===== config.mk =====
export PLATFORM = sky130hd
export DESIGN_NAME = dual_window_monitor
export DESIGN_NICKNAME = d
export VERILOG_FILES = /design/src/rtl/wm_pkg.sv /design/src/rtl/wm_sync.sv /design/src/rtl/wm_qual_filter.sv /design/src/rtl/wm_rail.sv /design/src/rtl/dual_window_monitor.sv
export SDC_FILE = /design/constraint.sdc
export NUM_CORES = 1
export LEC_CHECK = 0
export ABC_AREA = 1
export BUFFER_PORTS_ARGS = -buffer_cell sky130_fd_sc_hd__buf_4
export CORE_MARGIN = 3
export CORE_UTILIZATION = 61
export CTS_BUF_LIST = sky130_fd_sc_hd__clkbuf_4 sky130_fd_sc_hd__clkbuf_8 sky130_fd_sc_hd__clkbuf_16
export DETAILED_ROUTE_END_ITERATION = 8
export GPL_ROUTABILITY_DRIVEN = 0
export GPL_TIMING_DRIVEN = 0
export PLACE_DENSITY = 0.85
export SLEW_MARGIN = 5
export SYNTH_ARGS = -nofsm -noshare
export SYNTH_HDL_FRONTEND = slang
export SYNTH_SLANG_ARGS = --single-unit

===== constraint.sdc =====
create_clock -name clk_i -period 1.75 [get_ports clk_i]
set_input_delay 0.0875 -clock clk_i [delete_from_list [all_inputs] [get_ports clk_i]]
set_output_delay 0.0875 -clock clk_i [all_outputs]
set_load 0.005 [all_outputs]

===== src/rtl/wm_pkg.sv =====
package wm_pkg;
  localparam int unsigned SYNC_STAGES = 2;

  function automatic int unsigned max_u(input int unsigned a, input int unsigned b);
    return (a > b) ? a : b;
  endfunction
endpackage


===== src/rtl/wm_sync.sv =====
module wm_sync #(
  parameter int unsigned WIDTH = 4
) (
  input  logic             clk_i,
  input  logic             rst_ni,
  input  logic [WIDTH-1:0] d_i,
  output logic [WIDTH-1:0] q_o
);
  logic [wm_pkg::SYNC_STAGES-1:0][WIDTH-1:0] stage_q;

  always_ff @(posedge clk_i or negedge rst_ni) begin
    if (!rst_ni) begin
      stage_q <= '0;
    end else begin
      stage_q[0] <= d_i;
      for (int i = 1; i < wm_pkg::SYNC_STAGES; i++) stage_q[i] <= stage_q[i-1];
    end
  end

  assign q_o = stage_q[wm_pkg::SYNC_STAGES-1];
endmodule


===== src/rtl/wm_qual_filter.sv =====
// Status flips after a run of consecutive samples pointing away from it.
module wm_qual_filter #(
  parameter int unsigned FAULT_CYC = 4,
  parameter int unsigned CLEAR_CYC = 4,
  parameter bit          OK_INIT   = 1'b0
) (
  input  logic clk_i,
  input  logic rst_ni,
  input  logic clr_i,
  input  logic good_i,
  output logic ok_o
);
  localparam int unsigned MAX_CYC = wm_pkg::max_u(FAULT_CYC, CLEAR_CYC);
  localparam int unsigned CW      = (MAX_CYC < 2) ? 1 : $clog2(MAX_CYC);
  localparam logic [CW-1:0] FAULT_LIM = CW'(FAULT_CYC - 1);
  localparam logic [CW-1:0] CLEAR_LIM = CW'(CLEAR_CYC - 1);

  logic          ok_q;
  logic [CW-1:0] cnt_q;
  logic [CW-1:0] lim;
  logic          toward;

  always_comb begin
    lim    = ok_q ? FAULT_LIM : CLEAR_LIM;
    toward = ok_q ? ~good_i : good_i;
  end

  always_ff @(posedge clk_i or negedge rst_ni) begin
    if (!rst_ni) begin
      ok_q  <= OK_INIT;
      cnt_q <= '0;
    end else if (clr_i) begin
      ok_q  <= OK_INIT;
      cnt_q <= '0;
    end else if (!toward) begin
      cnt_q <= '0;
    end else if (cnt_q == lim) begin
      ok_q  <= ~ok_q;
      cnt_q <= '0;
    end else begin
      cnt_q <= cnt_q + 1'b1;
    end
  end

  assign ok_o = ok_q;

  p_hold_while_good_r5: assert property (@(posedge clk_i) disable iff (!rst_ni)
    (ok_q && good_i && !clr_i) |=> ok_q);

  p_clear_defaults_r9: assert property (@(posedge clk_i) disable iff (!rst_ni)
    clr_i |=> (ok_q == OK_INIT && cnt_q == '0));

  p_flip_follows_sample_r3: assert property (@(posedge clk_i) disable iff (!rst_ni)
    ((ok_q != $past(ok_q)) && !$past(clr_i)) |-> ($past(ok_q) != $past(good_i)));
endmodule


===== src/rtl/wm_rail.sv =====
module wm_rail #(
  parameter int unsigned GLITCH_CYC = 30,
  parameter int unsigned QUAL_CYC   = 160000
) (
  input  logic clk_i,
  input  logic rst_ni,
  input  logic en_i,
  input  logic uv_above_s_i,
  input  logic ov_above_s_i,
  output logic uv_ok_o,
  output logic ov_ok_o,
  output logic pgood_o
);
  logic uv_ok, ov_ok;

  wm_qual_filter #(.FAULT_CYC(GLITCH_CYC), .CLEAR_CYC(QUAL_CYC), .OK_INIT(1'b0)) i_uv_filt (
    .clk_i, .rst_ni, .clr_i(~en_i), .good_i(uv_above_s_i), .ok_o(uv_ok)
  );

  wm_qual_filter #(.FAULT_CYC(GLITCH_CYC), .CLEAR_CYC(GLITCH_CYC), .OK_INIT(1'b1)) i_ov_filt (
    .clk_i, .rst_ni, .clr_i(~en_i), .good_i(~ov_above_s_i), .ok_o(ov_ok)
  );

  assign uv_ok_o = uv_ok;
  assign ov_ok_o = ov_ok;
  assign pgood_o = uv_ok & ov_ok;

  p_pgood_rise_cause_r8: assert property (@(posedge clk_i) disable iff (!rst_ni)
    $rose(pgood_o) |-> ($rose(uv_ok) || $rose(ov_ok)));

  p_uv_rise_needs_good_r2: assert property (@(posedge clk_i) disable iff (!rst_ni)
    $rose(uv_ok) |-> ($past(uv_above_s_i) && $past(en_i)));
endmodule


===== src/rtl/dual_window_monitor.sv =====
module dual_window_monitor #(
  parameter int unsigned NUM_RAILS  = 2,
  parameter int unsigned GLITCH_CYC = 30,
  parameter int unsigned QUAL_CYC   = 160000
) (
  input  logic                 clk_i,
  input  logic                 rst_ni,
  input  logic                 en_i,
  input  logic [NUM_RAILS-1:0] uv_above_i,
  input  logic [NUM_RAILS-1:0] ov_above_i,
  output logic [NUM_RAILS-1:0] uv_ok_o,
  output logic [NUM_RAILS-1:0] ov_ok_o,
  output logic [NUM_RAILS-1:0] pgood_o
);
  localparam int unsigned SW = 2 * NUM_RAILS;

  logic [SW-1:0] raw, synced;

  assign raw = {ov_above_i, uv_above_i};

  wm_sync #(.WIDTH(SW)) i_sync (.clk_i, .rst_ni, .d_i(raw), .q_o(synced));

  for (genvar r = 0; r < NUM_RAILS; r++) begin : g_rail
    wm_rail #(.GLITCH_CYC(GLITCH_CYC), .QUAL_CYC(QUAL_CYC)) i_rail (
      .clk_i,
      .rst_ni,
      .en_i,
      .uv_above_s_i(synced[r]),
      .ov_above_s_i(synced[NUM_RAILS + r]),
      .uv_ok_o(uv_ok_o[r]),
      .ov_ok_o(ov_ok_o[r]),
      .pgood_o(pgood_o[r])
    );
  end

  p_disabled_safe_r9: assert property (@(posedge clk_i) disable iff (!rst_ni)
    !en_i |=> (uv_ok_o == '0 && ov_ok_o == '1 && pgood_o == '0));
endmodule


==> results_dict.tcl, run 1 <==
set metrics [dict create \
    floorplan.die_area_mm2 0.00575 \
    power.share.sequential 0.482 \
    timing.rr.start "g_rail[0].i_rail.i_uv_filt.cnt_q[1]$_DFF_PN0_" \
    syn_area_mm2 0.00297 \
    worst_path_max_delay_cell "sky130_fd_sc_hd__dfrtp_1" \
    combinational_fraction_of_design_power 0.036 \
    power.internal_mw 2.21 \
    numCtsBuffers 9 \
    cp.buffers_inverters 0 \
    leakagePower_nw 1.62 \
    category_of_the_most_critical_setup_path "flop to flop" \
    synth_cell_type_count 25 \
    clockPowerShare 0.482 \
    fin_nets 390 \
    postSynthCellCount 347 \
    grt_first_pass_wirelength_mm 9.63 \
    routed_wire_length_per_instance_um 12.4 \
    drtIter0Drc 119 \
    p_switching_mw 0.643 \
    worst-r2r-setup-slack_ns 0.10 \
    drc_errors 0 \
    area_growth_syn_to_layout_pct 15.7 \
    irDropWorstVdd_mv 0.674 \
    post-route-period-util 0.940 \
    fin_clk_skew_ns 0.00590 \
    grt_start_max_net_pins 59 \
    finalMaxSlewViolations 0 \
    dp_hpwl_mm 3.80 \
    timing.final.setup_violations 0 \
    dpl-instance-area_mm2 0.00315 \
    slew-limit-headroom 0.541 \
    synth.net_count 360 \
    endpoint_kind "flop" \
    drtPass1Iterations 5 \
    grt_usage 0.226 \
    yosys_warnings 0 \
    worstPathCellList "ha_1 > nand3_2 > nor3_4 > nand2_2 > o21ai_1 > nand2_1 > nor2_1" \
    startpoint_type "flop" \
    clkLatencyLatePin_ns 0.34 \
    totalNegativeSetupSlack_ns 0 \
    vias_in_the_first_global_route 2221 \
    cp.required_ns 2.02 \
    cpLargestDelayFamily "simple AND/OR/NAND/NOR gates" \
    power_switching_share 0.226 \
    arrival_ns 1.91 \
    post_drt_via_cell_ratio 5.13 \
    sequential_cell_area_mm2 0.00146 \
    antenna_violations_before_repair 0 \
    max-cap-violations 0 \
    design.portCount 13 \
    antenna_cells_inserted 0 \
    routed_wirelength_mm 5.55 \
    run_status "finished clean" \
    worst_hold_path_type "primary input to async pin" \
    placement.io_buffers 12 \
    timing.critical_path.depth 7 \
    die_height_um 75.8 \
    final_area_mm2 0.00344 \
    drive_gt1_frac 0.157 \
    worst_r2r_endpoint "g_rail[0].i_rail.i_uv_filt.cnt_q[14]$_DFF_PN0_" \
    grt_setup_unrepaired "false" \
    core_area_mm2 0.00453 \
    seq_area_frac_synth 0.489 \
    cts_root_buf "sky130_fd_sc_hd__clkbuf_8" \
    period_minus_ws_final_ns 1.65 \
    cts_sinks 58 \
    powerDensity_mw_per_mm2 829 \
    multi_input_comb_area_mm2 0.00131 \
    chipWidth_um 75.8 \
    n_fill_cell 307 \
    crit_path_max_fanout 5 \
    routed-via-count 2292 \
    antenna_left 0 \
    reg2regPathDepth 7 \
    start_util 0.656 \
    cts_max_path_buffers 2 \
    global_route.overflow_total 0 \
    critical_path.max_stage_delay_ns 0.42 \
    yosys_register_bits 58 \
    timing_worst_slew_pin_value_ns 0.689 \
    tritoncts "built" \
    timing.fmax_ghz 0.608 \
    hold_viol 0 \
    path_clk_slew_ns 0.07 \
    totalPowerFinal_mw 2.85 \
    syn_avg_cell_area_um2 8.57 \
    std_cell_rows 24 \
    htreeDepth 3 \
]
final cells by class:
class / count / area share
flip-flops and latches: 58 / 0.423
plain buffers: 8 / 0.0222
multi-input cells: 244 / 0.379
repair buffers: 19 / 0.0458
clock inverters: 7 / 0.0295
inverters: 37 / 0.0404
clock buffers: 9 / 0.0360
well taps: 65 / 0.0236
power groups by stage:
stage | Clock (mW) | Sequential (mW) | Combinational (mW)
global route | 1.48 | 1.38 | 0.119
finish | 1.38 | 1.37 | 0.103
CTS | 1.41 | 1.37 | 0.105
global placement | 0 | 1.40 | 0.0911
detailed placement | 0 | 1.40 | 0.0941
floorplan | 0 | 1.40 | 0.0456
registers in the layout, summed over array words and instances (netlist names):
| name | flops |
|---|---|
| g_rail.i_rail.i_ov_filt.cnt_q | 10 |
| g_rail.i_rail.i_ov_filt.ok_o | 2 |
| g_rail.i_rail.i_uv_filt.cnt_q | 36 |
| g_rail.i_rail.i_uv_filt.ok_o | 2 |
| i_sync.q_o | 4 |
| i_sync.stage_q | 4 |
repair_timing:
| action | in CTS | in global routing |
|---|---|---|
| hold endpoints to repair | 61 | 0 |
| hold buffers | 6 | 0 |
| setup endpoints to repair | 0 | 2 |
| gates resized for setup | 0 | 1 |
| buffers inserted | 0 | 1 |
metrics by stage:
step           hold WS, ns  std cells   util  setup slack (ns)
3_5_place_dp         0.183        424  0.694             0.139
6_report             0.340        447  0.759             0.104
5_1_grt              0.370        447  0.759           0.00830
3_3_place_gp         0.184        424  0.694             0.185
4_1_cts              0.352        446  0.757            0.0824
2_1_floorplan       -0.208        347      -             0.368
routing by layer:
metal  routed length [um]  track usage
met4                   86       0.0738
met5                    0            0
met3                  242       0.0805
met2                 2860        0.367
met1                 2360        0.281
placed cells by master, fill, tap and decap left out, drive strengths merged:
| cell type | count |
|---|---|
| xnor2 | 10 |
| a31oi | 1 |
| nor2 | 85 |
| bufinv | 2 |
| xor2 | 22 |
| nand4 | 13 |
| clkbuf | 9 |
| nor3 | 10 |
| nand3b | 2 |
| dfstp | 2 |
| nand2 | 66 |
| inv | 39 |
| nand3 | 22 |
| dfrtp | 56 |
| o21ai | 4 |
| a21oi | 3 |
| buf | 21 |
| ha | 6 |
| clkinv | 1 |
| dlygate4sd3 | 6 |
| clkinvlp | 2 |
how the worst max path moves through the flow:
stage	startpoint	end	slack [ns]
global placement	g_rail[1].i_rail.i_uv_filt.cnt_q[1]$_DFF_PN0_	g_rail[1].i_rail.i_uv_filt.cnt_q[12]$_DFF_PN0_	0.18
floorplan	g_rail[0].i_rail.i_uv_filt.cnt_q[0]$_DFF_PN0_	g_rail[0].i_rail.i_uv_filt.cnt_q[16]$_DFF_PN0_	0.37
detailed placement	g_rail[0].i_rail.i_uv_filt.cnt_q[0]$_DFF_PN0_	g_rail[0].i_rail.i_uv_filt.cnt_q[16]$_DFF_PN0_	0.14
finish	g_rail[0].i_rail.i_uv_filt.cnt_q[1]$_DFF_PN0_	g_rail[0].i_rail.i_uv_filt.cnt_q[14]$_DFF_PN0_	0.10
global route	g_rail[0].i_rail.i_uv_filt.cnt_q[1]$_DFF_PN0_	g_rail[0].i_rail.i_uv_filt.cnt_q[14]$_DFF_PN0_	0.008
CTS	g_rail[0].i_rail.i_uv_filt.cnt_q[0]$_DFF_PN0_	g_rail[0].i_rail.i_uv_filt.cnt_q[14]$_DFF_PN0_	0.08
cells by family (layout without fill, tap and decap cells):
kind of cell | after synthesis | in the layout | synth area share
AND/OR/NAND/NOR | 198 | 198 | 0.305
adder cells (fa/ha/maj) | 6 | 6 | 0.0252
AO/OA/AOI/OAI | 8 | 8 | 0.0139
flip-flops | 58 | 58 | 0.489
buffers and inverters | 45 | 80 | 0.0724
XOR/XNOR | 32 | 32 | 0.0942
Yosys cell counts:
library cell | n | area, um^2
sky130_fd_sc_hd__a21oi_1 | 3 | 15.0
sky130_fd_sc_hd__a31oi_1 | 1 | 6.26
sky130_fd_sc_hd__buf_12 | 1 | 20.0
sky130_fd_sc_hd__buf_4 | 6 | 45.0
sky130_fd_sc_hd__buf_6 | 1 | 11.3
sky130_fd_sc_hd__dfrtp_1 | 56 | 1400
sky130_fd_sc_hd__dfstp_2 | 2 | 52.6
sky130_fd_sc_hd__ha_1 | 6 | 75.1
sky130_fd_sc_hd__inv_1 | 37 | 139
sky130_fd_sc_hd__nand2_1 | 62 | 233
sky130_fd_sc_hd__nand2_2 | 3 | 18.8
sky130_fd_sc_hd__nand2_4 | 1 | 11.3
sky130_fd_sc_hd__nand3_1 | 18 | 90.1
sky130_fd_sc_hd__nand3_2 | 4 | 40.0
sky130_fd_sc_hd__nand3b_1 | 2 | 15.0
sky130_fd_sc_hd__nand4_1 | 13 | 81.3
sky130_fd_sc_hd__nor2_1 | 76 | 285
sky130_fd_sc_hd__nor2_2 | 9 | 56.3
sky130_fd_sc_hd__nor3_1 | 7 | 35.0
sky130_fd_sc_hd__nor3_2 | 1 | 10.0
sky130_fd_sc_hd__nor3_4 | 2 | 32.5
sky130_fd_sc_hd__o21ai_0 | 2 | 10.0
sky130_fd_sc_hd__o21ai_1 | 2 | 10.0
sky130_fd_sc_hd__xnor2_1 | 10 | 87.6
sky130_fd_sc_hd__xor2_1 | 22 | 193
No activity file was read; power rests on OpenSTA's default activity.
==> run 2, diff against run 1 <==
--- a/config.mk
+++ b/config.mk
@@ -5,7 +5,6 @@
 export SDC_FILE = /design/constraint.sdc
 export NUM_CORES = 1
 export LEC_CHECK = 0
-export ABC_AREA = 1
 export BUFFER_PORTS_ARGS = -buffer_cell sky130_fd_sc_hd__buf_4
 export CORE_MARGIN = 3
 export CORE_UTILIZATION = 61
==> run 2 against run 1 <==
Against the previous run: power fell by 6.0%; non-clock buffer count rose by 15; synthesized cell count fell by 23%; combinational power barely moved; utilization rose by 1.8 points; critical path depth fell by 3; fmax fell by 5.6%; final cell count fell by 18%; largest cell class unchanged.
==> results_dict.tcl, run 2 <==
set metrics [dict create \
    path_clk_slew_ns 0.06 \
    core_area_mm2 0.00441 \
    yosysMostFrequentCell "sky130_fd_sc_hd__dfrtp_1" \
    final_area_mm2 0.00343 \
    n_fill_cell 259 \
    htreeDepth 3 \
    synth-edff-count 0 \
    slew-limit-headroom 0.534 \
    clkLatencyLatePin_ns 0.34 \
    routed_wire_length_per_instance_um 17.1 \
    syn_area_mm2 0.00282 \
    muxShareOfSynthArea 0.00354 \
    vias_in_the_first_global_route 2159 \
    routed-via-count 2194 \
    antenna_cells_inserted 0 \
    timing_worst_slew_pin_value_ns 0.699 \
    postSynthCellCount 268 \
    post_synth_fa_ha_maj_area_fraction 0.0266 \
    category_of_the_most_critical_setup_path "flop to flop" \
    placed_cells 331 \
    chipWidth_um 74.0 \
    design.portCount 13 \
    seq_area_frac_synth 0.515 \
    crit_path_max_fanout 6 \
    yosys.area_share.simple 0.242 \
    cp.required_ns 2.01 \
    layout.cells.most_common_list "50 x sky130_fd_sc_hd__dfrtp_1, 32 x sky130_fd_sc_hd__buf_4, 28 x sky130_fd_sc_hd__nor2_1, 20 x sky130_fd_sc_hd__nand3_1, 20 x sky130_fd_sc_hd__xor2_1" \
    netlist.top_cell.by_area "sky130_fd_sc_hd__dfrtp_1" \
    synth.net_count 281 \
    largest_reg_by_ff_count "g_rail.i_rail.i_uv_filt.cnt_q" \
    cts_root_buf "sky130_fd_sc_hd__clkbuf_8" \
    start_util 0.640 \
    die_height_um 74.0 \
    hold_viol 0 \
    timing.final.setup_violations 0 \
    yosys_warnings 0 \
    endpoint_kind "flop" \
    post_drt_via_cell_ratio 6.01 \
    drtIter0Drc 104 \
    synth-compound-area-share 0.0656 \
    global_route.overflow_total 0 \
    synth_top_family_by_area "simple AND/OR/NAND/NOR gates" \
    powerDensity_mw_per_mm2 783 \
    yosys_register_bits 58 \
    syn_avg_cell_area_um2 10.5 \
    synthArstFlopShare 1.00 \
    numCtsBuffers 9 \
    grt_start_max_net_pins 59 \
    routed_wirelength_mm 6.24 \
    irDropWorstVdd_mv 0.766 \
    totalNegativeSetupSlack_ns 0 \
    worstPathCellList "nor4_2 > a31oi_4 > or4b_1 > a21boi_1" \
    tritoncts "built" \
    critical_path.max_stage_delay_ns 0.54 \
    leakagePower_nw 1.43 \
    synthTopCellsByCount "56 x sky130_fd_sc_hd__dfrtp_1, 28 x sky130_fd_sc_hd__nor2_1, 21 x sky130_fd_sc_hd__nand3_1, 20 x sky130_fd_sc_hd__xor2_1, 17 x sky130_fd_sc_hd__nor3_1" \
    finalMaxSlewViolations 0 \
    timing.fmax_ghz 0.574 \
    synth_cell_type_count 44 \
    drc_errors 0 \
    drtPass1Iterations 4 \
    synth_top_cells_by_area "sky130_fd_sc_hd__dfrtp_1 50%, sky130_fd_sc_hd__xor2_1 6.2%, sky130_fd_sc_hd__xnor2_1 4.7%" \
    drive_gt1_frac 0.265 \
    run_status "finished clean" \
    post-route-period-util 0.996 \
    max-cap-violations 0 \
    top_regs "g_rail.i_rail.i_uv_filt.cnt_q x36, g_rail.i_rail.i_ov_filt.cnt_q x10" \
    worst_path_max_delay_cell "sky130_fd_sc_hd__or4b_1" \
    cts_sinks 58 \
    area_growth_syn_to_layout_pct 21.3 \
    grt_first_pass_wirelength_mm 9.68 \
    antenna_violations_before_repair 0 \
    synth-xor-area-share 0.109 \
    totalPowerFinal_mw 2.68 \
    period_minus_ws_final_ns 1.74 \
    largest_register_ffs 36 \
    mostFrequentLayoutCell "sky130_fd_sc_hd__dfrtp_1" \
    std_cell_rows 24 \
    startpoint_type "flop" \
    cts_max_path_buffers 2 \
    grt_usage 0.239 \
    netlist.area_leader.share 0.496 \
    placement.io_buffers 11 \
    floorplan.die_area_mm2 0.00548 \
    worst_hold_path_type "primary input to flop" \
    antenna_left 0 \
    post_layout_nonfiller_instances 365 \
    fin_nets 321 \
    dpl-instance-area_mm2 0.00297 \
    dp_hpwl_mm 3.72 \
    ys.flop_type "sky130_fd_sc_hd__dfrtp_1" \
    grt_setup_unrepaired "true" \
    fin_clk_skew_ns 0.00739 \
    arrival_ns 2.00 \
]
-- run 2: path summary, 6_finish.rpt --
kind / startpoint / to / slack (ns) / cells after the start
worst max-delay path: g_rail[1].i_rail.i_uv_filt.cnt_q[5]$_DFF_PN0_ / g_rail[1].i_rail.i_uv_filt.ok_o$_DFFE_PN0P_ / 0.007 / 4
worst min-delay path: en_i / g_rail[0].i_rail.i_ov_filt.ok_o$_DFFE_PN1P_ / 0.13 / 2
worst max register to register: g_rail[1].i_rail.i_uv_filt.cnt_q[5]$_DFF_PN0_ / g_rail[1].i_rail.i_uv_filt.ok_o$_DFFE_PN0P_ / 0.007 / 4
worst min register to register: i_sync.stage_q[3]$_DFF_PN0_ / i_sync.q_o[3]$_DFF_PN0_ / 0.34 / 0
max in group asynchronous: rst_ni / g_rail[0].i_rail.i_uv_filt.cnt_q[5]$_DFF_PN0_ / 0.90 / 2
min in group asynchronous: rst_ni / g_rail[1].i_rail.i_uv_filt.cnt_q[3]$_DFF_PN0_ / 0.34 / 2
-- run 2: what timing repair did --
| action | 4_1_cts | 5_1_grt |
|---|---|---|
| hold endpoints to repair | 60 | 0 |
| hold buffers | 5 | 0 |
| setup endpoints to repair | 22 | 32 |
| resized for setup | 3 | 26 |
| setup buffers | 5 | 8 |
| pin swaps | 2 | 8 |
-- run 2: cell families after synthesis --
family | after synthesis
buf+inv | 20
simple gates | 124
mux | 1
xor+xnor | 35
flops | 58
compound gates | 24
fa+ha+maj | 6
-- run 2: metrics by stage --
step / utilization / worst slack (ns) / hold slack (ns)
3_5_place_dp: 0.673 / -0.139 / 0.183
4_1_cts: 0.739 / 0.00912 / 0.102
5_1_grt: 0.776 / -0.0747 / 0.142
3_3_place_gp: 0.673 / -0.111 / 0.173
6_report: 0.776 / 0.00739 / 0.126
2_1_floorplan: - / 0.0870 / -0.208
-- run 2: critical path, delay by kind of cell (launching register included) --
| family | cells | cell delay [ns] |
|---|---|---|
| flops | 1 | 0.45 |
| simple gates | 2 | 0.91 |
| compound gates | 2 | 0.31 |
-- run 2: cell type report --
| cell class | count | area [um^2] | share of cell area |
|---|---|---|---|
| plain buffers | 13 | 96.3 | 0.0281 |
| clock buffers | 10 | 131 | 0.0383 |
| clock inverters | 6 | 66.3 | 0.0194 |
| inverters | 7 | 26.3 | 0.00767 |
| multi-input cells | 190 | 1350 | 0.394 |
| flip-flops and latches | 58 | 1460 | 0.427 |
| well taps | 52 | 65.1 | 0.0190 |
| repair buffers | 29 | 230 | 0.0672 |
-- run 2: layer usage --
layer  wire (um)  track usage  vias up
li1            -            -     1037
met1        2440        0.262     1088
met2        3380        0.421       48
met3         223       0.0784       21
met4         201        0.109        0
met5           0            0        -
-- run 2: where the power goes --
part	switching (mW)	internal (mW)	total [mW]
Clock	0.531	0.674	1.21
Sequential	0.0136	1.36	1.37
Combinational	0.0642	0.0399	0.104
Total	0.609	2.07	2.68
==> run 3, diff against run 2 <==
==> constraint.sdc (replaced) <==
create_clock -name clk_i -period 1.99 [get_ports clk_i]
set_input_delay 0.0995 -clock clk_i [delete_from_list [all_inputs] [get_ports clk_i]]
set_output_delay 0.0995 -clock clk_i [all_outputs]
set_load 0.005 [all_outputs]
==> run 3 against run 2 <==
Against the previous run: die area did not move; global-route usage fell by 0.51 points; sequential share of layout area rose by 2.2 points; setup slack improved by 0.13 ns; fmax fell by 6.2%; worst hold slack got worse by 0.0090 ns; sequential power fell by 12%; register-to-register slack improved by 0.13 ns; flip-flop and latch count did not move; utilization fell by 4.1 points; largest power group unchanged; highest routed layer unchanged.
==> results_dict.tcl, run 3 (synthesized netlist as in run 2, its figures left out) <==
set metrics [dict create \
    cts_sinks 58 \
    period_minus_ws_final_ns 1.86 \
    place_ws_ns 0.101 \
    leakagePower_nw 1.37 \
    final_area_mm2 0.00325 \
    post_drt_via_cell_ratio 5.85 \
    cts_root_buf "sky130_fd_sc_hd__clkbuf_8" \
    grt_start_max_net_pins 59 \
    core_area_mm2 0.00441 \
    drtPass1Iterations 4 \
    design.portCount 13 \
    finalMaxSlewViolations 0 \
    routed-via-count 2077 \
    std_cell_rows 24 \
    floorplan.die_area_mm2 0.00548 \
    grt_usage 0.234 \
    vias_in_the_first_global_route 2135 \
    n_fill_cell 292 \
    post-route-period-util 0.933 \
    arrival_ns 2.11 \
    sequential_cell_area_mm2 0.00146 \
    power.share.sequential 0.512 \
    antenna_left 0 \
    routed_wire_length_per_instance_um 15.8 \
    multi_input_comb_area_mm2 0.00126 \
    power.internal_mw 1.82 \
    drc_errors 0 \
    antenna_violations_before_repair 0 \
    grt_first_pass_wirelength_mm 9.55 \
    slew-limit-headroom 0.537 \
    drive_gt1_frac 0.178 \
    cts_max_path_buffers 2 \
    global_route.overflow_total 0 \
    worst_hold_path_type "primary input to flop" \
    worstPathCellList "ha_1 > and4_2 > nand3_1 > or4_1 > a211oi_1" \
    critical_path.max_stage_delay_ns 0.43 \
    die_height_um 74.0 \
    max-cap-violations 0 \
    powerDensity_mw_per_mm2 727 \
    antenna_cells_inserted 0 \
    mostFrequentLayoutCell "sky130_fd_sc_hd__dfrtp_1" \
    routed_wirelength_mm 5.60 \
    timing.final.setup_violations 0 \
    top_regs "g_rail.i_rail.i_uv_filt.cnt_q x36, g_rail.i_rail.i_ov_filt.cnt_q x10" \
    setup_ws_ns 0.133 \
    combinational_fraction_of_design_power 0.036 \
    p_switching_mw 0.540 \
    startpoint_type "flop" \
    power_switching_share 0.229 \
    numCtsBuffers 9 \
    clockPowerShare 0.452 \
    fin_nets 311 \
    hold_slack_ns 0.117 \
    dp_hpwl_mm 3.72 \
    timing.fmax_ghz 0.539 \
    largest_register_ffs 36 \
    chipWidth_um 74.0 \
    clkLatencyLatePin_ns 0.34 \
    worst_path_max_delay_cell "sky130_fd_sc_hd__or4_1" \
    category_of_the_most_critical_setup_path "flop to flop" \
    tritoncts "built" \
    endpoint_kind "flop" \
    timing_worst_slew_pin_value_ns 0.695 \
    path_clk_slew_ns 0.07 \
    drtIter0Drc 71 \
    cp.required_ns 2.24 \
    irDropWorstVdd_mv 0.610 \
    placement.io_buffers 11 \
    area_growth_syn_to_layout_pct 15.0 \
    run_status "finished clean" \
    htreeDepth 3 \
    fin_clk_skew_ns 0.00805 \
    hold_viol 0 \
    layout.cells.most_common_list "55 x sky130_fd_sc_hd__dfrtp_1, 28 x sky130_fd_sc_hd__nor2_1, 22 x sky130_fd_sc_hd__buf_4, 21 x sky130_fd_sc_hd__nand3_1, 20 x sky130_fd_sc_hd__xor2_1" \
    crit_path_max_fanout 5 \
    dpl-instance-area_mm2 0.00297 \
    start_util 0.640 \
    largest_reg_by_ff_count "g_rail.i_rail.i_uv_filt.cnt_q" \
]
-- run 3: changes by cell type in the layout (fill, tap and decap cells not counted), moves of 2 or more --
cell / delta
sky130_fd_sc_hd__a211oi_1: +2
sky130_fd_sc_hd__buf_4: -10
sky130_fd_sc_hd__a211oi_2: -2
sky130_fd_sc_hd__dfrtp_2: -5
sky130_fd_sc_hd__or4_1: +2
sky130_fd_sc_hd__buf_6: -2
sky130_fd_sc_hd__nor4_1: +4
sky130_fd_sc_hd__or4_4: -2
sky130_fd_sc_hd__nor4_2: -3
sky130_fd_sc_hd__dfrtp_1: +5
-- run 3: per-layer routing --
metal,global-route usage,up-vias,part of all wire
li1,-,1013,-
met1,0.259,1020,0.41
met2,0.420,29,0.54
met3,0.0649,15,0.029
met4,0.101,0,0.023
met5,0,-,0
-- run 3: timing repair --
| action | 4_1_cts | 5_1_grt |
|---|---|---|
| setup buffers | 0 | 3 |
| setup endpoints to repair | 0 | 12 |
| endpoints found under the hold margin | 60 | 0 |
| hold buffers | 5 | 0 |
| gates resized for setup | 0 | 3 |
-- run 3: power groups by stage --
stage / clock network, mW / logic [mW] / registers [mW]
3_5_place_dp: 0 / 0.0728 / 1.23
5_1_grt: 1.14 / 0.0958 / 1.21
2_1_floorplan: 0 / 0.0329 / 1.23
3_3_place_gp: 0 / 0.0689 / 1.23
4_1_cts: 1.09 / 0.0807 / 1.21
6_report: 1.07 / 0.0847 / 1.21
-- run 3: final cells by class --
class / instances / area share
Multi-Input combinational cell: 190 / 0.389
Clock inverter: 6 / 0.0204
Timing Repair Buffer: 19 / 0.0478
Buffer: 13 / 0.0262
Inverter: 7 / 0.00809
Tap cell: 52 / 0.0200
Clock buffer: 10 / 0.0405
Sequential cell: 58 / 0.448
-- run 3: final timing paths --
kind | depth (start not counted) | slack, ns | from | to
hold reg to reg | 0 | 0.35 | i_sync.stage_q[2]$_DFF_PN0_ | i_sync.q_o[2]$_DFF_PN0_
setup / recovery | 5 | 0.13 | g_rail[0].i_rail.i_uv_filt.cnt_q[1]$_DFF_PN0_ | g_rail[0].i_rail.i_uv_filt.cnt_q[16]$_DFF_PN0_
setup reg to reg | 5 | 0.13 | g_rail[0].i_rail.i_uv_filt.cnt_q[1]$_DFF_PN0_ | g_rail[0].i_rail.i_uv_filt.cnt_q[16]$_DFF_PN0_
max in group asynchronous | 2 | 1.14 | rst_ni | g_rail[0].i_rail.i_uv_filt.cnt_q[0]$_DFF_PN0_
hold / removal | 2 | 0.12 | en_i | g_rail[0].i_rail.i_ov_filt.ok_o$_DFFE_PN1P_
min in group asynchronous | 2 | 0.34 | rst_ni | g_rail[1].i_rail.i_uv_filt.ok_o$_DFFE_PN0P_
-- run 3: per-stage QoR --
step	setup TNS, ns	std cells	total power [mW]	util
4_1_cts	0	352	2.37	0.729
5_1_grt	-0.00582	355	2.45	0.736
2_1_floorplan	0	268	1.26	-
3_3_place_gp	0	331	1.30	0.673
3_5_place_dp	0	331	1.30	0.673
6_report	0	355	2.36	0.736
-- run 3: worst max-delay path: cells and delay by family (launching register included) --
kind	cells	cell delay (ns)
AO/OA/AOI/OAI	1	0.24
adder cells (fa/ha/maj)	1	0.24
AND/OR/NAND/NOR	3	0.87
flip-flops	1	0.42
